--- src/rtl/halfbridge_gate_seq.sv ---
module halfbridge_gate_seq #(
  parameter int TMO_CYCLES = 16
) (
  input  logic clk,
  input  logic rst_n,
  input  logic cmd_in,
  input  logic run_req,
  input  logic cont_mode,
  input  logic supply_low,
  input  logic over_temp,
  input  logic zero_cross,
  input  logic hi_gate_off,
  input  logic lo_gate_off,
  output logic hi_en,
  output logic lo_en
);
  localparam int CNT_W    = $clog2(TMO_CYCLES + 1);
  localparam int SYNC_LAT = 2;
  localparam int NSYNC    = 8;

  logic [NSYNC-1:0] meta, sync;
  logic cmd_s, run_s, cont_s, uv_s, hot_s, zc_s, hoff_s, loff_s;
  logic cmd_q, trunc, trunc_n, hi_n, lo_n;
  logic [CNT_W-1:0] cnt, cnt_n;
  logic shut, uv_off, force_lo, wait_hi, wait_lo, waiting;
  logic tmo, blank_ok, go_hi, go_lo, trunc_set, cmd_rise;

  always_ff @(posedge clk or negedge rst_n)
    if (!rst_n) begin
      meta <= '0;
      sync <= '0;
    end else begin
      meta <= {cmd_in, run_req, cont_mode, supply_low, over_temp, zero_cross, hi_gate_off, lo_gate_off};
      sync <= meta;
    end

  assign {cmd_s, run_s, cont_s, uv_s, hot_s, zc_s, hoff_s, loff_s} = sync;

  assign shut      = ~run_s & ~cont_s;
  assign uv_off    = uv_s & ~shut;
  assign force_lo  = shut | (hot_s & ~uv_off);
  assign cmd_rise  = cmd_s & ~cmd_q;
  assign wait_hi   = cmd_s & ~hi_en & ~lo_en;
  assign wait_lo   = ~cmd_s & ~hi_en & ~lo_en & ~trunc;
  assign waiting   = ~force_lo & ~uv_off & (wait_hi | wait_lo);
  assign tmo       = cnt == CNT_W'(TMO_CYCLES);
  assign blank_ok  = cnt >= CNT_W'(SYNC_LAT);
  assign go_hi     = tmo | (blank_ok & loff_s);
  assign go_lo     = tmo | (blank_ok & hoff_s);
  assign trunc_set = ~cont_s & ~cmd_s & zc_s & lo_en;

  always_comb begin
    trunc_n = (cmd_rise | cont_s) ? 1'b0 : (trunc | trunc_set);
    hi_n    = cmd_s & ~lo_en & (hi_en | go_hi);
    lo_n    = ~cmd_s & ~hi_en & ~trunc_n & (lo_en | go_lo);
    cnt_n   = waiting ? (tmo ? cnt : cnt + CNT_W'(1)) : '0;
    if (uv_off) begin
      hi_n    = 1'b0;
      lo_n    = 1'b0;
      trunc_n = 1'b0;
    end else if (force_lo) begin
      hi_n    = 1'b0;
      lo_n    = ~hi_en;
      trunc_n = 1'b0;
    end
  end

  always_ff @(posedge clk or negedge rst_n)
    if (!rst_n) begin
      hi_en <= 1'b0;
      lo_en <= 1'b0;
      trunc <= 1'b0;
      cmd_q <= 1'b0;
      cnt   <= '0;
    end else begin
      hi_en <= hi_n;
      lo_en <= lo_n;
      trunc <= trunc_n;
      cmd_q <= cmd_s;
      cnt   <= cnt_n;
    end
endmodule

--- config.mk ---
export PLATFORM = sky130hd
export DESIGN_NAME = halfbridge_gate_seq
export DESIGN_NICKNAME = d
export VERILOG_FILES = /design/src/rtl/halfbridge_gate_seq.sv
export SDC_FILE = /design/constraint.sdc
export NUM_CORES = 1
export LEC_CHECK = 0
export BUFFER_PORTS_ARGS = -buffer_cell sky130_fd_sc_hd__buf_4
export CORE_MARGIN = 3
export CORE_UTILIZATION = 50
export CTS_BUF_LIST = sky130_fd_sc_hd__clkbuf_2
export CTS_CLUSTER_DIAMETER = 150
export DETAILED_ROUTE_END_ITERATION = 8
export GPL_ROUTABILITY_DRIVEN = 1
export GPL_TIMING_DRIVEN = 0
export MAX_ROUTING_LAYER = met4
export PLACE_DENSITY = 0.72
export SLEW_MARGIN = 10
export SYNTH_ARGS = -nofsm -noshare
export SYNTH_HDL_FRONTEND = slang
export SYNTH_SLANG_ARGS = --single-unit
--- constraint.sdc ---
create_clock -name clk -period 1.5 [get_ports clk]
set_clock_uncertainty 0.1 [all_clocks]
set_input_delay 0.3 -clock clk [delete_from_list [all_inputs] [get_ports clk]]
set_output_delay 0.3 -clock clk [all_outputs]
set_load 0.005 [all_outputs]
==> results of run 1 <==
state kept, by name, indices dropped and copies added (netlist names):
register  count
meta          8
sync          8
cnt           5
cmd_q         1
hi_en         1
lo_en         1
trunc         1
repair_timing:
action | CTS | global route
gates resized for setup | 3 | 7
hold endpoints to repair | 33 | 0
setup buffers | 6 | 2
pin swaps | 1 | 2
hold buffers | 9 | 0
endpoints found under the setup margin | 1 | 7
worst max-delay path, delay by kind of cell, from the launching register on:
family	cells	cell delay, ps
adders and majority gates	1	120
buffers and inverters	2	210
DFF	1	460
and+or+nand+nor	2	240
AOI/OAI and AO/OA	1	300
power by group through the flow:
stage	clock, W	sequential (W)	combinational [W]
finish	0.000270	0.000724	0.000115
global route	0.000324	0.000731	0.000130
CTS	0.000290	0.000724	0.000108
detailed placement	0	0.000736	0.0000813
global placement	0	0.000735	0.0000796
floorplan	0	0.000731	0.0000407
layout make-up:
class / instances / area [sq um] / share of cell area
inverters: 2 / 7.507 / 0.005900
repair buffers: 28 / 232.7 / 0.1829
flip-flops and latches: 25 / 628.1 / 0.4936
multi-input cells: 39 / 339.1 / 0.2665
well taps: 24 / 30.03 / 0.02360
plain buffers: 1 / 11.26 / 0.008850
clock buffers: 3 / 15.01 / 0.01180
clock inverters: 1 / 8.758 / 0.006883
stage by stage:
step	hold WS, ps	TNS [ps]
5_1_grt	215.7	-227.1
4_1_cts	225.1	-29.45
3_5_place_dp	113.9	-106.1
3_3_place_gp	109.4	-89.09
6_report	246.3	-23.12
2_1_floorplan	-95.59	0
cells by family after synthesis:
family                   count (synthesis)  synth area share
AO/OA/AOI/OAI                            7           0.06577
XOR/XNOR                                 4           0.03759
adder cells (fa/ha/maj)                  3           0.04027
buffers and inverters                    3           0.02014
flip-flops                              25            0.6711
multiplexers                             2           0.02148
AND/OR/NAND/NOR                         23            0.1436
routing by layer:
metal	wire length, um	GRT usage
met4	8	0.05687
met5	0	-
met1	654	0.1886
met2	762	0.2522
met3	59	0.05505
worst max-delay path by stage:
stage | startpoint | endpoint | slack (ps) | depth (start not counted)
after floorplan | cnt[1] | lo_en | 0.2 | 6
after global placement | cnt[1] | lo_en | -90 | 6
after detailed placement | cnt[1] | lo_en | -110 | 6
after CTS | cnt[0] | lo_en | -30 | 6
after global routing | cnt[0] | lo_en | -160 | 6
final | cnt[1] | lo_en | -20 | 6
cell usage in the layout, fill, tap and decap left out, drive strengths merged:
cell and instances:
dfrtp 25, buf 20, dlygate4sd3 9, nor2 9, clkbuf 3, nand3 3, inv 3, ha 3
o41ai 2, mux2i 2, nand2b 2, nand4b 2, xor2 2, xnor2 2, nor3 2, or2 1
and2b 1, and4bb 1, nor4 1, a211oi 1, nor2b 1, a2111oi 1, o21ba 1, a21oi 1
a31oi 1
==> reports/metrics.csv, run 1 <==
metric,value,unit
worstPathArrival,1680,ps
regToRegEndpoint,lo_en,
synth_edf_count,0,
core-area,0.001629,sq mm
violations,negative setup slack,
fin_util,0.7811,
first_global_vias,648,
p_seq_frac,0.652,
min_period,1523,ps
place_congestion,0.8247,
dieArea,0.002418,sq mm
timing.critical_path.fanout_max,4,
max_freq,0.6565,GHz
synth_area_leaders,"dfrtp_1 (67%), ha_1 (4.0%), nor2_1 (3.6%)",
required,1660,ps
synth_top_area_cell,dfrtp_1,
r2r-start,cnt[1],
avgSynthCellArea,13.91,sq um
dp_cells,102,
syn_inst,67,
clock-root-buffer,clkbuf_2,
synthToLayoutAreaGrowth,36.51,%
drtIter0Drc,3,
synthArstFlopShare,1.000,
synth_common_cells,"dfrtp_1 (25), nor2_1 (9), ha_1 (3), nand3_1 (3)",
p_sw,0.0002649,W
worst_setup_path_start_kind,flip-flop,
rsz0062_at_grt,true,
clk_pin_slew,230,ps
endpoint_kind,flip-flop,
io_buffers,11,
intPower,0.0008443,W
fin_ws,-23.12,ps
yosys.cell_types.count,23,
critPathSlowestCell,dfrtp_2,
place_area,0.001054,sq mm
finish.net_count,113,
design_area,0.001272,sq mm
via_count,614,
grt_pass1_wl,2822,um
ioPinCount,12,
syn-num-nets,80,
final_cells,123,
clk-insertion-delay-late,340,ps
synthFlopType,dfrtp_1,
irDropWorstVdd,0.0006542,V
fillers,104,
start_util,0.5722,
p_leak,0.5670,nW
finalHoldViolations,0,
tritoncts,yes,
cap_violations,0,
n_antenna_cell,0,
period_share,1.015,
hp-class,in -> async,
drtPass1Iterations,2,
swShare,0.2388,
dpl.hpwl,926.8,um
antenna_left,0,
drc,0,
synth_most_common_cell,dfrtp_1,
wl_per_cell,12.07,um
antenna_found_initial,0,
drt-total-wl,1485,um
fp-row-count,14,
cts_max_path_buffers,2,
dieWidth,49.18,um
drv_slew,0,
power,0.001109,W
die_h,49.18,um
synth-seq-cells,25,
criticalPathCategory,reg -> reg,
drt-vias-per-instance,4.992,
synth-seq-area-share,0.6711,
status,finished with violations,
crit_chain,inv_1 > ha_4 > and4bb_1 > buf_6 > nor4_4 > a2111oi_2,
syn_area,932.1,sq um
power_density,871.7,mW/mm^2
slew_headroom,0.8059,
setup_viol,1,
p_comb_frac,0.104,
reg2reg_depth,6,
synth_top_area_share,0.6711,
overflow,0,
place_ws,-106.1,ps
slowest_delay,460,ps
track_usage,0.1596,
r2r_slack,-20,ps
worst-slew-pin-transition,288.0,ps
p_clk_frac,0.244,
clock_sinks,25,
h-tree-depth,1,
synth-warning-count,0,
drive_gt1_frac,0.3737,
grt_max_degree,26,
cts_made_buffers,3,
Power figures use the tool's default switching activity.
==> run 2, diff against run 1 <==
--- a/config.mk
+++ b/config.mk
@@ -5,7 +5,9 @@
 export SDC_FILE = /design/constraint.sdc
 export NUM_CORES = 1
 export LEC_CHECK = 0
+export ABC_AREA = 1
 export BUFFER_PORTS_ARGS = -buffer_cell sky130_fd_sc_hd__buf_4
+export CORE_ASPECT_RATIO = 1.1
 export CORE_MARGIN = 3
 export CORE_UTILIZATION = 50
 export CTS_BUF_LIST = sky130_fd_sc_hd__clkbuf_2
==> run 2 against run 1 <==
The run now ends clean; global-route usage down 1.1 points; clock-buffer cell count unchanged; non-clock buffer count down 9; critical path depth up 1; utilization down 9.3 points; largest cell class unchanged; largest power group unchanged; highest routed layer unchanged.
==> reports/metrics.csv, run 2 <==
metric,value,unit
status,"complete, no violations",
clock_sinks,25,
synth-seq-cells,25,
clk_pin_slew,220,ps
clock-root-buffer,clkbuf_2,
synth_area_leaders,"dfrtp_1 (68%), ha_1 (4.1%), nor2_1 (4.1%)",
ioPinCount,12,
required,1640,ps
synthMuxAreaShare,0,
via_count,568,
synth_common_cells,"dfrtp_1 (25), nor2_1 (10), inv_1 (9), nand2_1 (9), a21oi_1 (7)",
yosys.cell_types.count,14,
synth-seq-area-share,0.6793,
cap_violations,0,
synth_top_area_share,0.6793,
design_area,0.001136,sq mm
worstPathArrival,1500,ps
hp-class,in -> async,
h-tree-depth,1,
endpoint_kind,flip-flop,
dpl.hpwl,890.8,um
synthArstFlopShare,1.000,
syn_inst,78,
antenna_left,0,
antenna_found_initial,0,
timing.critical_path.fanout_max,5,
dieArea,0.002393,sq mm
finish.net_count,116,
p_leak,0.5566,nW
period_share,0.9047,
synthAdderAreaFrac,0.04076,
cts_made_buffers,3,
fp-row-count,15,
synth_xor_area_frac,0.03804,
start_util,0.5576,
synthFlopType,dfrtp_1,
place_ws,157.5,ps
rsz0062_at_grt,false,
avgSynthCellArea,11.81,sq um
min_period,1357,ps
largestRegisters,"meta: 8 flops, sync: 8 flops, cnt: 5 flops",
worst-slew-pin-transition,301.7,ps
drc,0,
slew_headroom,0.7989,
overflow,0,
synth_most_common_cell,dfrtp_1,
synthToLayoutAreaGrowth,23.37,%
synthSimpleGateAreaFrac,0.1576,
first_global_vias,584,
irDropWorstVdd,0.0006556,V
met1_length,599,um
finalHoldViolations,0,
drv_slew,0,
synth_edf_count,0,
cts_max_path_buffers,2,
drt-total-wl,1379,um
drive_gt1_frac,0.2157,
met2_length,723,um
track_usage,0.1487,
power_density,938.7,mW/mm^2
synth_compound_area_frac,0.04755,
wl_per_cell,11.59,um
place_area,0.001025,sq mm
criticalPathCategory,reg -> reg,
drtIter0Drc,4,
final_cell_mix,"dfrtp_1 (24), buf_4 (11), nor2_1 (10)",
syn-num-nets,91,
tritoncts,yes,
core-area,0.001652,sq mm
dieWidth,46.92,um
final_common_cell,dfrtp_1,
wl_met3,49,um
place_congestion,0.7752,
synth_top_family_by_area,simple AND/OR/NAND/NOR gates,
grt_pass1_wl,2449,um
synth-warning-count,0,
tns,0,ps
drtPass1Iterations,4,
clk-insertion-delay-late,330,ps
fin_ws,142.9,ps
routed.top_layer,met4,
drt-vias-per-instance,4.773,
die_h,51.01,um
worst_setup_path_start_kind,flip-flop,
setup_viol,0,
fin_util,0.6879,
grt_max_degree,26,
max_freq,0.7369,GHz
synth_top_area_cell,dfrtp_1,
syn_area,920.9,sq um
io_buffers,11,
n_antenna_cell,0,
run 2: changes by cell type in the layout (fill, tap and decap cells not counted), moves of 6 or more:
cell	change
a21oi_1	+6
buf_4	-8
nand2_1	+9
inv_1	+8
run 2: worst paths after layout:
| check | start | end | slack [ps] | cells after the start |
|---|---|---|---|---|
| max in group asynchronous | rst_n | cnt[1] | 780 | 2 |
| min in group clk | meta[0] | sync[0] | 280 | 0 |
| max reg2reg | cnt[0] | cnt[0] | 140 | 7 |
| min | rst_n | lo_en | 260 | 2 |
| min reg2reg | meta[0] | sync[0] | 280 | 0 |
| max | cnt[0] | cnt[0] | 140 | 7 |
run 2: cell type report:
class / count / area, sq um
clock buffer: 3 / 15.01
clock inverter: 1 / 5.005
fill: 125 / 515.5
inverter: 9 / 33.78
multi-input combinational: 44 / 261.5
sequential: 25 / 626.9
tap: 17 / 21.27
timing repair buffer: 20 / 172.7
run 2: where the power goes:
group,switching [W],internal (W)
registers,0.0000154,0.000704
logic,0.0000485,0.0000517
clock network,0.000186,0.0000604
run 2: cell families (layout without fill, tap and decap cells):
| group | after synthesis | after routing |
|---|---|---|
| DFF | 25 | 25 |
| and+or+nand+nor | 29 | 29 |
| xor gates and xnor gates | 4 | 4 |
| buffers and inverters | 9 | 33 |
| AOI/OAI and AO/OA | 8 | 8 |
| adders and majority gates | 3 | 3 |
run 2: metal layers:
layer	vias up	GRT usage
li1	289	-
met5	-	-
met2	9	0.2398
met4	0	0.05530
met1	268	0.1865
met3	2	0.02113
run 2: worst max-delay path, stage by stage, from the launching register on:
cell and delay, ps:
dfrtp_1 450, inv_1 120, ha_1 160, nand2_1 50, inv_1 80, nand2_2 90, xor2_1 180, nor2_2 60
run 2: through the flow:
| stage | power, W | hold WS [ps] | std cells |
|---|---|---|---|
| after floorplan | 0.0007689 | -95.59 | 78 |
| after global placement | 0.0008098 | 109.8 | 106 |
| after detailed placement | 0.0008144 | 116.3 | 106 |
| after CTS | 0.001086 | 246.7 | 119 |
| after global routing | 0.001132 | 234.0 | 119 |
| final | 0.001066 | 259.3 | 119 |
run 2: what timing repair did:
item	4_1_cts	5_1_grt
buffers inserted	0	0
resized for setup	0	1
hold buffers	9	0
endpoints found under the hold margin	33	0
endpoints found under the setup margin	0	1
==> run 3, diff against run 2 <==
--- a/config.mk
+++ b/config.mk
@@ -16,7 +16,8 @@
 export GPL_ROUTABILITY_DRIVEN = 1
 export GPL_TIMING_DRIVEN = 0
 export MAX_ROUTING_LAYER = met4
-export PLACE_DENSITY = 0.72
+export PLACE_DENSITY = 0.7
+export SKIP_CTS_REPAIR_TIMING = 1
 export SLEW_MARGIN = 10
 export SYNTH_ARGS = -nofsm -noshare
 export SYNTH_HDL_FRONTEND = slang
==> constraint.sdc (replaced) <==
create_clock -name clk -period 1.7 [get_ports clk]
set_clock_uncertainty 0.1 [all_clocks]
set_input_delay 0.17 -clock clk [delete_from_list [all_inputs] [get_ports clk]]
set_output_delay 0.17 -clock clk [all_outputs]
set_load 0.005 [all_outputs]
==> run 3 against run 2 <==
Final cell count unchanged; sequential share of layout area hardly changed; critical path type unchanged; highest routed layer unchanged; maximum frequency decreased by 1.2%; utilization shrank 0.076 points; clock power decreased by 11%; die area unchanged.
==> reports/metrics.csv, run 3 (same netlist as run 2, synthesis figures left out) <==
metric,value,unit
worst_setup_path_start_kind,flip-flop,
status,"complete, no violations",
ioPinCount,12,
drt-vias-per-instance,4.807,
endpoint_kind,flip-flop,
first_global_vias,526,
crit_chain,inv_1 > ha_1 > nand2_1 > inv_1 > nand2_2 > nand2_1 > a21oi_1 > nor2_1,
die_h,51.01,um
multi_input_area,261.5,sq um
tritoncts,yes,
timing.critical_path.fanout_max,5,
largestRegisters,"meta: 8 flops, sync: 8 flops, cnt: 5 flops",
antenna_found_initial,0,
design_area,0.001135,sq mm
clock_sinks,25,
wl_per_cell,11.35,um
critPathSlowestCell,dfrtp_1,
place_area,0.001025,sq mm
ff_latch_area,625.6,sq um
irDropWorstVdd,0.0005886,V
slew_headroom,0.7971,
p_clk_frac,0.233,
p_seq_frac,0.674,
worst-slew-pin-transition,304.4,ps
min_period,1374,ps
place_congestion,0.7929,
core-area,0.001652,sq mm
r2r_slack,330,ps
track_usage,0.1293,
drt-total-wl,1351,um
slowest_delay,470,ps
period_share,0.8081,
start_util,0.5576,
synthToLayoutAreaGrowth,23.23,%
dpl.hpwl,940.2,um
final_cell_mix,"dfrtp_1 (25), buf_4 (11), nor2_1 (10)",
tns,0,ps
drtIter0Drc,3,
power_density,830.4,mW/mm^2
p_sw,0.0002223,W
cts_max_path_buffers,2,
via_count,572,
criticalPathCategory,reg -> reg,
grt_pass1_wl,2173,um
p_leak,0.5582,nW
h-tree-depth,1,
fp-row-count,15,
finish.net_count,116,
clock-root-buffer,clkbuf_2,
drive_gt1_frac,0.2059,
cts_made_buffers,3,
drtPass1Iterations,3,
finalHoldViolations,0,
setup_viol,0,
drc,0,
swShare,0.2359,
final_common_cell,dfrtp_1,
n_antenna_cell,0,
antenna_left,0,
clk_pin_slew,220,ps
fillers,130,
worstPathArrival,1530,ps
grt_max_degree,26,
p_comb_frac,0.094,
clk-insertion-delay-late,330,ps
dieArea,0.002393,sq mm
intPower,0.0007201,W
rsz0062_at_grt,false,
drv_slew,0,
required,1850,ps
overflow,0,
max_freq,0.7279,GHz
cap_violations,0,
hp-class,in -> async,
dieWidth,46.92,um
io_buffers,11,
run 3: cell counts in the layout (fill, tap and decap cells not counted):
No cell type changed its count.
run 3: final cells by class:
class	count	area share
clock inverter	1	0.004410
sequential	25	0.5513
clock buffer	3	0.01323
inverter	9	0.02977
multi-input combinational	44	0.2304
timing repair buffer	20	0.1522
tap	17	0.01874
run 3: critical path, delay by kind of cell, from the launching register on:
kind / cells / cell delay, ps
AOI/OAI and AO/OA: 1 / 130
buffers and inverters: 2 / 130
DFF: 1 / 470
adders and majority gates: 1 / 170
and+or+nand+nor: 4 / 290
run 3: layer usage:
metal / wire length (um) / GRT usage / vias to the layer above
met1: 628 / 0.1808 / 272
met3: 46 / 0.02113 / 2
met2: 666 / 0.1855 / 10
li1: - / - / 288
met5: 0 / - / -
met4: 10 / 0.05530 / 0
run 3: final timing paths:
path | start | to | cells after the start
worst max-delay path | cnt[1] | hi_en | 8
max in group asynchronous | rst_n | sync[4] | 2
worst min register to register | meta[5] | sync[5] | 0
worst min-delay path | rst_n | sync[5] | 2
worst max register to register | cnt[1] | hi_en | 8
min in group clk | meta[5] | sync[5] | 0
run 3: metrics by stage:
| stage | util | hold WS [ps] | cells | setup slack, ps | total power (W) |
|---|---|---|---|---|---|
| after global routing | 0.6871 | 118.6 | 119 | 186.8 | 0.0009923 |
| final | 0.6871 | 135.0 | 119 | 326.2 | 0.0009424 |
| after global placement | 0.6205 | -19.57 | 106 | 383.2 | 0.0007149 |
| after floorplan | - | -225.6 | 78 | 471.4 | 0.0006784 |
| after detailed placement | 0.6205 | -16.70 | 106 | 341.2 | 0.0007192 |
| after CTS | 0.6326 | -420.7 | 110 | 312.7 | 0.0009369 |
run 3: power groups by stage:
| stage | registers, W | logic (W) | clock network (W) |
|---|---|---|---|
| 2_1_floorplan | 0.000642 | 0.0000360 | 0 |
| 3_3_place_gp | 0.000644 | 0.0000704 | 0 |
| 3_5_place_dp | 0.000646 | 0.0000731 | 0 |
| 4_1_cts | 0.000635 | 0.0000734 | 0.000228 |
| 5_1_grt | 0.000639 | 0.0000997 | 0.000253 |
| 6_report | 0.000635 | 0.0000881 | 0.000219 |
